`src/rtl/poll_resp_pkg.sv`:
```
package poll_resp_pkg;
  typedef enum logic [1:0] {
    MUX_QUIET  = 2'd0,
    MUX_ARRAY  = 2'd1,
    MUX_STATUS = 2'd2
  } mux_sel_e;
endpackage

```
`src/rtl/poll_access_detect.sv`:
```
module poll_access_detect (
  input  logic clk,
  input  logic rst_n,
  input  logic chip_en_i,
  input  logic out_en_i,
  output logic active_o,
  output logic start_o
);
  logic active_q;
  logic active_d;

  always_comb begin
    active_d = chip_en_i & out_en_i;
  end

  always_ff @(posedge clk or negedge rst_n) begin
    if (!rst_n) begin
      active_q <= 1'b0;
    end else begin
      active_q <= active_d;
    end
  end

  assign active_o = active_d;
  assign start_o  = active_d & ~active_q;
endmodule

```
`src/rtl/poll_toggle_bit.sv`:
```
module poll_toggle_bit (
  input  logic clk,
  input  logic rst_n,
  input  logic busy_i,
  input  logic start_i,
  output logic shown_o
);
  logic tog_q;
  logic tog_d;
  logic adv_en;

  always_comb begin
    adv_en = busy_i & start_i;
    tog_d  = ~tog_q;
  end

  always_ff @(posedge clk or negedge rst_n) begin
    if (!rst_n) begin
      tog_q <= 1'b0;
    end else if (adv_en) begin
      tog_q <= tog_d;
    end
  end

  // the value shown during an access is the advanced one from its first cycle
  assign shown_o = tog_q ^ adv_en;
endmodule

```
`src/rtl/poll_read_mux.sv`:
```
module poll_read_mux
  import poll_resp_pkg::*;
#(
  parameter int DATA_W   = 8,
  parameter int FLAG_BIT = DATA_W - 1,
  parameter int TOG_BIT  = DATA_W - 2
) (
  input  mux_sel_e          sel_i,
  input  logic              last_msb_i,
  input  logic              tog_i,
  input  logic [DATA_W-1:0] array_data_i,
  output logic [DATA_W-1:0] rd_data_o
);
  logic [DATA_W-1:0] status_word;

  for (genvar b = 0; b < DATA_W; b++) begin : g_status
    if (b == FLAG_BIT) begin : g_flag
      assign status_word[b] = ~last_msb_i;
    end else if (b == TOG_BIT) begin : g_tog
      assign status_word[b] = tog_i;
    end else begin : g_zero
      assign status_word[b] = 1'b0;
    end
  end

  always_comb begin
    case (sel_i)
      MUX_ARRAY:  rd_data_o = array_data_i;
      MUX_STATUS: rd_data_o = status_word;
      default:    rd_data_o = '0;
    endcase
  end
endmodule

```
`src/rtl/poll_status_responder.sv`:
```
module poll_status_responder
  import poll_resp_pkg::*;
#(
  parameter int DATA_W  = 8,
  parameter int TOG_BIT = 6
) (
  input  logic              clk,
  input  logic              rst_n,
  input  logic              busy_i,
  input  logic              last_msb_i,
  input  logic [DATA_W-1:0] array_data_i,
  input  logic              chip_en_i,
  input  logic              out_en_i,
  output logic [DATA_W-1:0] rd_data_o
);
  localparam int FLAG_BIT = DATA_W - 1;

  logic     busy_q;
  logic     busy_d;
  logic     rd_active;
  logic     rd_start;
  logic     tog_shown;
  mux_sel_e sel;

  always_comb begin
    busy_d = busy_i;
  end

  always_ff @(posedge clk or negedge rst_n) begin
    if (!rst_n) begin
      busy_q <= 1'b0;
    end else begin
      busy_q <= busy_d;
    end
  end

  poll_access_detect u_detect (
    .clk       (clk),
    .rst_n     (rst_n),
    .chip_en_i (chip_en_i),
    .out_en_i  (out_en_i),
    .active_o  (rd_active),
    .start_o   (rd_start)
  );

  poll_toggle_bit u_toggle (
    .clk     (clk),
    .rst_n   (rst_n),
    .busy_i  (busy_q),
    .start_i (rd_start),
    .shown_o (tog_shown)
  );

  always_comb begin
    if (!rd_active)  sel = MUX_QUIET;
    else if (busy_q) sel = MUX_STATUS;
    else             sel = MUX_ARRAY;
  end

  poll_read_mux #(
    .DATA_W   (DATA_W),
    .FLAG_BIT (FLAG_BIT),
    .TOG_BIT  (TOG_BIT)
  ) u_mux (
    .sel_i        (sel),
    .last_msb_i   (last_msb_i),
    .tog_i        (tog_shown),
    .array_data_i (array_data_i),
    .rd_data_o    (rd_data_o)
  );
endmodule

```
`config.mk`:
```
export PLATFORM = sky130hd
export DESIGN_NAME = poll_status_responder
export DESIGN_NICKNAME = d
export VERILOG_FILES = /design/src/rtl/poll_resp_pkg.sv /design/src/rtl/poll_access_detect.sv /design/src/rtl/poll_toggle_bit.sv /design/src/rtl/poll_read_mux.sv /design/src/rtl/poll_status_responder.sv
export SDC_FILE = /design/constraint.sdc
export NUM_CORES = 1
export LEC_CHECK = 0
export BUFFER_PORTS_ARGS = -buffer_cell sky130_fd_sc_hd__buf_2
export CAP_MARGIN = 20
export CORE_AREA = 2 2 39 41
export CTS_BUF_LIST = sky130_fd_sc_hd__clkbuf_4 sky130_fd_sc_hd__clkbuf_8
export DETAILED_ROUTE_END_ITERATION = 12
export DIE_AREA = 0 0 41 43
export PLACE_DENSITY = 0.5
export SLEW_MARGIN = 20
export SYNTH_ARGS = -nofsm -noshare
export SYNTH_HDL_FRONTEND = slang
export SYNTH_SLANG_ARGS = --single-unit
```
`constraint.sdc`:
```
create_clock -name clk -period 1.6 [get_ports clk]
set_input_delay 0.24 -clock clk [delete_from_list [all_inputs] [get_ports clk]]
set_output_delay 0.24 -clock clk [all_outputs]
set_load 0.005 [all_outputs]
```
==> out/metrics.yaml, run 1 <==
sta:
  setup_violations: 0
  fin_setup_tns_ns: 0
  fin_skew_ns: 0.00112
  slew_headroom_pct: 79.9
  report.final.hold_viol_count: 0
  fin_crit_ns: 1.47
  rsz0062_at_grt: "false"
  fin_hold_ws_ns: 0.113
  fin_crit_sh_pct: 92.1
  tightest_slew_ns: 0.302
  clock.fmax_ghz: 0.679
  maxSlewViolCount: 0
clock_network:
  insertion_delay_ns: 0.23
  clockBufferDepth: 2
  cts-root-buf: "clkbuf_4"
  post-cts-setup-buffers: 0
  cts.htree.levels: 1
  clock-sinks: 3
  clkTransAtPathRegs_ns: 0.04
  cts_made_buffers: 3
  cts_tree: "yes"
route:
  firstDrtPassIters: 2
  drtIter0Drc: 2
  vias_per_cell: 3.82
  drc_errors: 0
  drt_wl_total_um: 584
  drt-wirelength-per-cell_um: 9.42
  dr_total_vias: 237
  ant_nets: 0
synth:
  ys_seq_area_share_pct: 37.5
  ys_types: 13
  syn_area_sq_um: 200
  syn_area_per_cell_sq_um: 9.53
  synth_seq_cells: 3
  syn_inst: 21
  synth_nets: 35
  yosys_warnings: 0
die:
  start_util_pct: 14.5
  coreArea_sq_mm: 0.00138
  die_width_um: 41
  die_area_sq_mm: 0.00176
  num_rows: 14
  io_pins: 22
  die_h_um: 43
critical_path:
  critPathArrivalTime_ns: 1.23
  max_stage_delay_ns: 0.51
  cp_data_required_time_ns: 1.36
  path_class: "reg2out"
  cp_max_fo: 11
  rrSetupSlack_ns: 0.65
  reg2reg_depth: 2
  slowest_stage: "dfrtp_1"
  timing.rr.start: "busy_q$_DFF_PN0_"
  worstPathCellList: "or2b_1 -> a21oi_1 -> buf_2"
  r2r_end: "u_toggle.tog_q$_DFFE_PN0P_"
  setup.worst_path.end: "rd_data_o[7]"
  worstSetupEndpointType: "output port"
  start_kind: "register"
  crit_path_start: "busy_q$_DFF_PN0_"
cells_and_area:
  drive_above_1_share_pct: 56.5
  n_fill_cell: 154
  mostFrequentLayoutCell: "buf_2"
  regArea_sq_um: 75.1
  nets: 61
  multiInputGateArea_sq_um: 114
  final_cell_mix: "buf_2 (21), nor3b_1 (6), clkbuf_4 (4), dfrtp_1 (3), nand2b_1 (2)"
  area_delta_synth_final_pct: 78.7
  final_cell_area_sq_um: 358
  antenna_cells: 0
global_route:
  grt-busiest-layer: "met2"
  grt-ovfl-total: 0
  grt_use_met1_pct: 8.09
  grt_pass1_vias: 264
  grtUsageTotal_pct: 8.35
  use_met2_pct: 11.3
  grt.met3_usage_pct: 3.66
  grt_pass1_wl_um: 931
  antenna_found_initial: 0
  grt_max_degree: 12
worst_hold_path:
  hold_start: "busy_i"
  hold_path_class: "in2reg"
placed_design:
  dp_hpwl_um: 448
  portBuffers: 21
  gp_congestion: 0.634
  dpl_cell_area_sq_um: 318
power_and_ir_drop:
  vdd_drop_max_mv: 0.385
  power.density_mw_per_mm2: 897
  p_total_uw: 321
  p_leak_uw: 0.000191
outcome:
  status: "finished clean"
flow_run:
  drv_cap: 0
## repair_timing
action                                 in CTS  in global routing
hold buffers                                1                  0
resized for setup                           0                  0
endpoints found under the hold margin       3                  0
## synth_stat cells (all sizes together)
| cell | n | share of area [%] |
|---|---|---|
| xnor2 | 1 | 4.4 |
| xor2 | 1 | 4.4 |
| nand2 | 1 | 3.1 |
| nor3b | 6 | 22 |
| a21oi | 1 | 2.5 |
| o22ai | 1 | 3.1 |
| nand4b | 1 | 4.4 |
| nand2b | 2 | 6.2 |
| buf | 1 | 3.8 |
| inv | 1 | 1.9 |
| or2b | 1 | 3.8 |
| nand3 | 1 | 2.5 |
| dfrtp | 3 | 37 |
## cell type report
| type | count | share of cell area [%] |
|---|---|---|
| clock buffers | 4 | 8.39 |
| well taps | 16 | 5.59 |
| inverters | 1 | 1.05 |
| flip-flops and latches | 3 | 21.0 |
| multi-input cells | 16 | 31.8 |
| repair buffers | 22 | 32.2 |
## per-stage QoR
step / setup slack [ns] / std cells / util (%)
3_5_place_dp: 0.362 / 57 / 23.0
3_3_place_gp: 0.398 / 57 / 23.0
2_1_floorplan: 0.565 / 21 / -
5_1_grt: 0.0223 / 62 / 25.9
4_1_cts: 0.103 / 62 / 25.9
6_report: 0.127 / 62 / 25.9
## how the worst min path moves through the flow
stage                                 endpoint  cells after the start
global route                  busy_q$_DFF_PN0_                      1
floorplan                     busy_q$_DFF_PN0_                      0
CTS                           busy_q$_DFF_PN0_                      1
finish                        busy_q$_DFF_PN0_                      1
global placement    u_toggle.tog_q$_DFFE_PN0P_                      1
detailed placement  u_toggle.tog_q$_DFFE_PN0P_                      1
## cell families (layout without fill, tap and decap cells)
family	Yosys count	after routing	share of synthesized area, %
AND/OR/NAND/NOR	12	12	42.5
XOR/XNOR	2	2	8.75
AO/OA/AOI/OAI	2	2	5.62
buffers and inverters	2	27	5.62
flip-flops	3	3	37.5
## where the power goes
group	switching [uW]	internal [uW]
clock	38.6	110
combinational	25.1	40.5
sequential	14.5	92.0
## metal layers
metal / vias to the layer above / share of wire, %
li1: 123 / -
met1: 103 / 38
met2: 11 / 52
met3: 0 / 9.4
met4: 0 / 0
met5: - / 0
## worst max-delay path, delay by kind of cell, from the launching register on
kind,cells,cell delay [ns]
AOI/OAI and AO/OA,1,0.11
buffers and inverters,1,0.12
DFF,1,0.51
and+or+nand+nor,1,0.26
## sequential cells by signal, summed over array words and instances (netlist names)
name and flops:
u_detect.active_q 1, busy_q 1, u_toggle.tog_q 1
(Power assumes the default switching activity.)
==> inputs of run 2 (changes only) <==
- CTS_BUF_LIST: sky130_fd_sc_hd__clkbuf_4 sky130_fd_sc_hd__clkbuf_8 -> not set
- TNS_END_PERCENT: not set -> 20
==> run 2 against run 1 <==
Sequential power barely moved. Cell area shrank 1.0%. Count of clock-buffer cells in the layout stayed put. Wire length decreased by 0.68%. Non-clock buffer count stayed put. Sequential share of layout area is 0.22 points higher. Critical endpoint unchanged. Largest cell class unchanged. Via count unchanged. Utilization down 0.27 points. First-iteration DRC count is the same. Highest routed layer unchanged. Clock power down 12%. Combinational power is essentially flat.
==> out/metrics.yaml, run 2 (same netlist as run 1, synthesis figures left out) <==
critical_path:
  start_kind: "register"
  worstSetupEndpointType: "output port"
  cp_max_fo: 11  # unchanged
  path_class: "reg2out"
  rrSetupSlack_ns: 0.65  # about the same
  critPathArrivalTime_ns: 1.23  # about the same
  reg2reg_depth: 2  # unchanged
  cp_data_required_time_ns: 1.36  # about the same
cells_and_area:
  final_cell_mix: "buf_2 (21), nor3b_1 (6), dfrtp_1 (3), clkbuf_4 (3), nand2b_1 (2)"
  mostFrequentLayoutCell: "buf_2"
  antenna_cells: 0  # unchanged
  drive_above_1_share_pct: 54.3  # -2.2 points
  reg_top3: "busy_q x1, u_detect.active_q x1, u_toggle.tog_q x1"
  area_delta_synth_final_pct: 76.9
  n_fill_cell: 156  # +1.3%
  nets: 61  # unchanged
sta:
  fin_skew_ns: 0.000318  # -0.000806 ns
  fin_crit_ns: 1.47  # -0.00167 ns
  slew_headroom_pct: 79.9  # about the same
  setup_violations: 0  # unchanged
  fin_crit_sh_pct: 92.0  # -0.10 points
  maxSlewViolCount: 0  # unchanged
  report.final.hold_viol_count: 0  # unchanged
  fin_setup_tns_ns: 0  # unchanged
  rsz0062_at_grt: "false"
  clock.fmax_ghz: 0.679  # +0.11%
  tightest_slew_ns: 0.302  # +0.00000632 ns
placed_design:
  portBuffers: 21  # unchanged
  gp_congestion: 0.634  # unchanged
  dp_hpwl_um: 448  # unchanged
die:
  die_width_um: 41  # unchanged
  io_pins: 22  # unchanged
  start_util_pct: 14.5  # unchanged
  num_rows: 14  # unchanged
  die_area_sq_mm: 0.00176  # unchanged
  die_h_um: 43  # unchanged
  coreArea_sq_mm: 0.00138  # unchanged
route:
  firstDrtPassIters: 2  # unchanged
  ant_nets: 0  # unchanged
  drc_errors: 0  # unchanged
  dr_total_vias: 237  # unchanged
  vias_per_cell: 3.82  # unchanged
  drt_wl_total_um: 580  # -0.68%
  drtIter0Drc: 2  # unchanged
  drt-wirelength-per-cell_um: 9.35  # -0.68%
global_route:
  grt-ovfl-total: 0  # unchanged
  grt_pass1_vias: 255  # -3.4%
  grt_max_degree: 12  # unchanged
  grt_pass1_wl_um: 917  # -1.5%
  antenna_found_initial: 0  # unchanged
  grtUsageTotal_pct: 8.05  # -0.30 points
power_and_ir_drop:
  power.density_mw_per_mm2: 856  # -4.6%
  vdd_drop_max_mv: 0.385  # about the same
  p_total_uw: 303  # -5.6%
  p_leak_uw: 0.000187  # -1.8%
worst_hold_path:
  holdPathStages: 1  # unchanged
  hold_path_class: "in2reg"
clock_network:
  ctsResizeCount: 0  # unchanged
  cts_made_buffers: 3  # unchanged
  hold_buffers: 1  # unchanged
  clkTransAtPathRegs_ns: 0.04  # about the same
  post-cts-setup-buffers: 0  # unchanged
  clock-sinks: 3  # unchanged
  cts.htree.levels: 1  # unchanged
  clockBufferDepth: 2  # unchanged
  cts-root-buf: "clkbuf_4"
  insertion_delay_ns: 0.23  # about the same
  cts_tree: "yes"
outcome:
  status: "finished clean"
flow_run:
  drv_cap: 0  # unchanged
## run 2: changes by cell type in the layout (fill, tap and decap cells not counted)
cell	delta
clkbuf_1	+1
clkbuf_4	-1
## run 2: worst max-delay path, cell delays in order (launching register included)
cell and delay (ns):
dfrtp_1 0.51, or2b_1 0.26, a21oi_1 0.11, buf_2 0.12
## run 2: final cells by class
class | count | area [sq um] | share of cell area (%)
tap | 16 | 20.0 | 5.65
inverter | 1 | 3.75 | 1.06
sequential | 3 | 75.1 | 21.2
timing repair buffer | 22 | 115 | 32.5
clock buffer | 4 | 26.3 | 7.42
multi-input combinational | 16 | 114 | 32.2
## run 2: final timing paths
| path | start | end |
|---|---|---|
| worst min register to register | u_toggle.tog_q$_DFFE_PN0P_ | u_toggle.tog_q$_DFFE_PN0P_ |
| max in group asynchronous | rst_n | u_detect.active_q$_DFF_PN0_ |
| min in group asynchronous | rst_n | busy_q$_DFF_PN0_ |
| worst max-delay path | busy_q$_DFF_PN0_ | rd_data_o[7] |
| worst max register to register | busy_q$_DFF_PN0_ | u_toggle.tog_q$_DFFE_PN0P_ |
| worst min-delay path | busy_i | busy_q$_DFF_PN0_ |
## run 2: stage by stage
step	utilization [%]	cells	hold WS [ns]	cell area [sq um]	setup slack [ns]
6_report	25.6	62	0.114	354	0.128
5_1_grt	25.6	62	0.0937	354	0.0258
4_1_cts	25.6	62	0.102	354	0.105
3_5_place_dp	23.0	57	0.0368	318	0.362
3_3_place_gp	23.0	57	0.0377	318	0.398
2_1_floorplan	-	21	-0.0556	200	0.565
## run 2: where the power goes
| part | switching, uW | internal (uW) |
|---|---|---|
| logic | 25.1 | 40.5 |
| registers | 14.5 | 92.0 |
| clock network | 37.6 | 93.4 |
## run 2: per-layer routing
layer	GRT usage, %	vias to the layer above	routed length, um
li1	-	123	-
met1	8.09	103	223
met2	11.3	11	301
met3	3.66	0	55
met4	8.00	0	0
met5	0	-	0
==> inputs of run 3 (changes only) <==
- PLACE_DENSITY: 0.5 -> not set
==> run 3 against run 2 <==
Count of clock-buffer cells in the layout stayed put. Non-clock buffer count unchanged. Final cell count stayed put. Largest cell class unchanged. Sequential cell count unchanged. Global-route usage is 0.11 points higher. Sequential share of layout area increased by 0.28 points.
==> out/metrics.yaml, run 3 (same netlist as run 1, synthesis figures left out) <==
outcome:
  status: "finished clean"
critical_path:
  timing.rr.start: "busy_q$_DFF_PN0_"
  reg2reg_depth: 2  # unchanged
  slowest_stage: "dfrtp_2"
  cp_max_fo: 11  # unchanged
  crit_buf_inv: 1  # unchanged
  path_class: "reg2out"
  critPathArrivalTime_ns: 1.16  # -0.07 ns
  cpLargestDelayFamily: "flip-flops"
  worstPathCellList: "or2b_1 -> a21oi_1 -> buf_2"
  start_kind: "register"
  rrSetupSlack_ns: 0.75  # +0.10 ns
  worstSetupEndpointType: "output port"
  r2r_end: "u_toggle.tog_q$_DFFE_PN0P_"
  cp_data_required_time_ns: 1.36  # about the same
  max_stage_delay_ns: 0.45  # -0.06 ns
power_and_ir_drop:
  power.switching_uw: 78.0  # +0.92%
  p_seq_share_pct: 35.0  # -0.2 points
  p_sw_share_pct: 25.6  # +0.14 points
  p_int_uw: 226  # +0.18%
  vdd_drop_max_mv: 0.336  # -13%
  p_leak_uw: 0.000186  # -0.53%
  clkPwrFrac_pct: 44.1  # +0.9 points
  power.density_mw_per_mm2: 856  # about the same
  pwr-share-comb_pct: 20.9  # -0.7 points
global_route:
  grtUsageTotal_pct: 8.16  # +0.11 points
  grt_max_degree: 12  # unchanged
  antenna_found_initial: 0  # unchanged
  grt_pass1_vias: 238  # -6.7%
  grt-ovfl-total: 0  # unchanged
  grt_pass1_wl_um: 883  # -3.7%
route:
  drt-wirelength-per-cell_um: 8.53  # -8.8%
  dr_total_vias: 242  # +2.1%
  drt_wl_total_um: 529  # -8.8%
  wl_met2_um: 243  # -19%
  drc_errors: 0  # unchanged
  vias_per_cell: 3.90  # +2.1%
  wl_met1_um: 192  # -14%
  dr_wl_met3_um: 76  # +38%
  ant_nets: 0  # unchanged
  drtIter0Drc: 0  # -2
  highest_layer: "met4"
  firstDrtPassIters: 1  # -1
cells_and_area:
  final_cell_mix: "buf_2 (21), nor3b_1 (6), clkbuf_4 (3), nand2b_1 (2), dfrtp_1 (2)"
  drive_above_1_share_pct: 56.5  # +2.2 points
  antenna_cells: 0  # unchanged
  fin_util_pct: 25.7  # +0.090 points
  reg_top3: "busy_q x1, u_detect.active_q x1, u_toggle.tog_q x1"
  nets: 61  # unchanged
  area_delta_synth_final_pct: 77.5
  mostFrequentLayoutCell: "buf_2"
  n_fill_cell: 171  # +9.6%
sta:
  fin_crit_sh_pct: 87.4  # -4.6 points
  worst_slack_ns: 0.202  # +0.0735 ns
  rsz0062_at_grt: "false"
  fin_setup_tns_ns: 0  # unchanged
  setup_violations: 0  # unchanged
  report.final.hold_viol_count: 0  # unchanged
  clock.fmax_ghz: 0.715  # +5.3%
  fin_hold_ws_ns: 0.112  # -0.00238 ns
  fin_crit_ns: 1.40  # -0.0735 ns
  fin_skew_ns: 0.000160  # -0.000158 ns
  tightest_slew_ns: 0.173  # -0.129 ns
  slew_headroom_pct: 88.4  # +8.6 points
  maxSlewViolCount: 0  # unchanged
flow_run:
  drv_cap: 0  # unchanged
die:
  start_util_pct: 14.5  # unchanged
  die_h_um: 43  # unchanged
  io_pins: 22  # unchanged
  num_rows: 14  # unchanged
  die_area_sq_mm: 0.00176  # unchanged
  die_width_um: 41  # unchanged
  coreArea_sq_mm: 0.00138  # unchanged
clock_network:
  cts_tree: "yes"
  clockBufferDepth: 2  # unchanged
  clkTransAtPathRegs_ns: 0.04  # about the same
  cts.htree.levels: 1  # unchanged
  cts_made_buffers: 3  # unchanged
  cts-root-buf: "clkbuf_4"
  clock-sinks: 3  # unchanged
  insertion_delay_ns: 0.23  # about the same
worst_hold_path:
  hold_path_class: "in2reg"
  holdPathStages: 1  # unchanged
  hold_start: "busy_i"
  whs_endpoint: "busy_q$_DFF_PN0_"
placed_design:
  dp_hpwl_um: 386  # -14%
  gp_congestion: 0.632  # -0.32%
  pre_cts_ws_ns: 0.358  # -0.00406 ns
  portBuffers: 21  # unchanged
run 3: changes by cell type in the layout (fill, tap and decap cells not counted):
| cell | change |
|---|---|
| dfrtp_1 | -1 |
| dfrtp_2 | +1 |
run 3: cell type report:
| type | count | area (sq um) | area share [%] |
|---|---|---|---|
| tap | 16 | 20.0 | 5.63 |
| inverter | 1 | 3.75 | 1.06 |
| clock buffer | 4 | 26.3 | 7.39 |
| multi-input combinational | 16 | 114 | 32.0 |
| sequential | 3 | 76.3 | 21.5 |
| timing repair buffer | 22 | 115 | 32.4 |
run 3: metal layers:
metal | up-vias | GRT usage [%]
li1 | 122 | -
met1 | 101 | 7.14
met2 | 17 | 11.9
met3 | 2 | 3.14
met4 | 0 | 10.0
met5 | - | 0
run 3: power groups by stage:
stage	combinational [uW]	clock, uW	sequential (uW)
floorplan	38.8	0	103
CTS	65.1	143	106
detailed placement	62.8	0	107
finish	63.7	134	106
global placement	63.1	0	107
global route	74.6	156	108
run 3: timing repair:
action	in CTS	in global routing
hold buffers	1	0
resized for setup	0	1
buffers inserted	0	0
endpoints found under the hold margin	3	0
endpoints found under the setup margin	0	1
run 3: worst max-delay path by stage:
stage | startpoint | depth (start not counted) | end
after detailed placement | busy_q$_DFF_PN0_ | 3 | rd_data_o[7]
after floorplan | busy_q$_DFF_PN0_ | 3 | rd_data_o[6]
final | busy_q$_DFF_PN0_ | 3 | rd_data_o[7]
after global placement | busy_q$_DFF_PN0_ | 3 | rd_data_o[7]
after global routing | busy_q$_DFF_PN0_ | 3 | rd_data_o[7]
after CTS | busy_q$_DFF_PN0_ | 3 | rd_data_o[7]
run 3: stage by stage:
step           cell area [sq um]  instances  total power (uW)
6_report                     355         62               304
4_1_cts                      354         62               314
3_3_place_gp                 318         57               170
5_1_grt                      355         62               338
2_1_floorplan                200         21               142
3_5_place_dp                 318         57               170
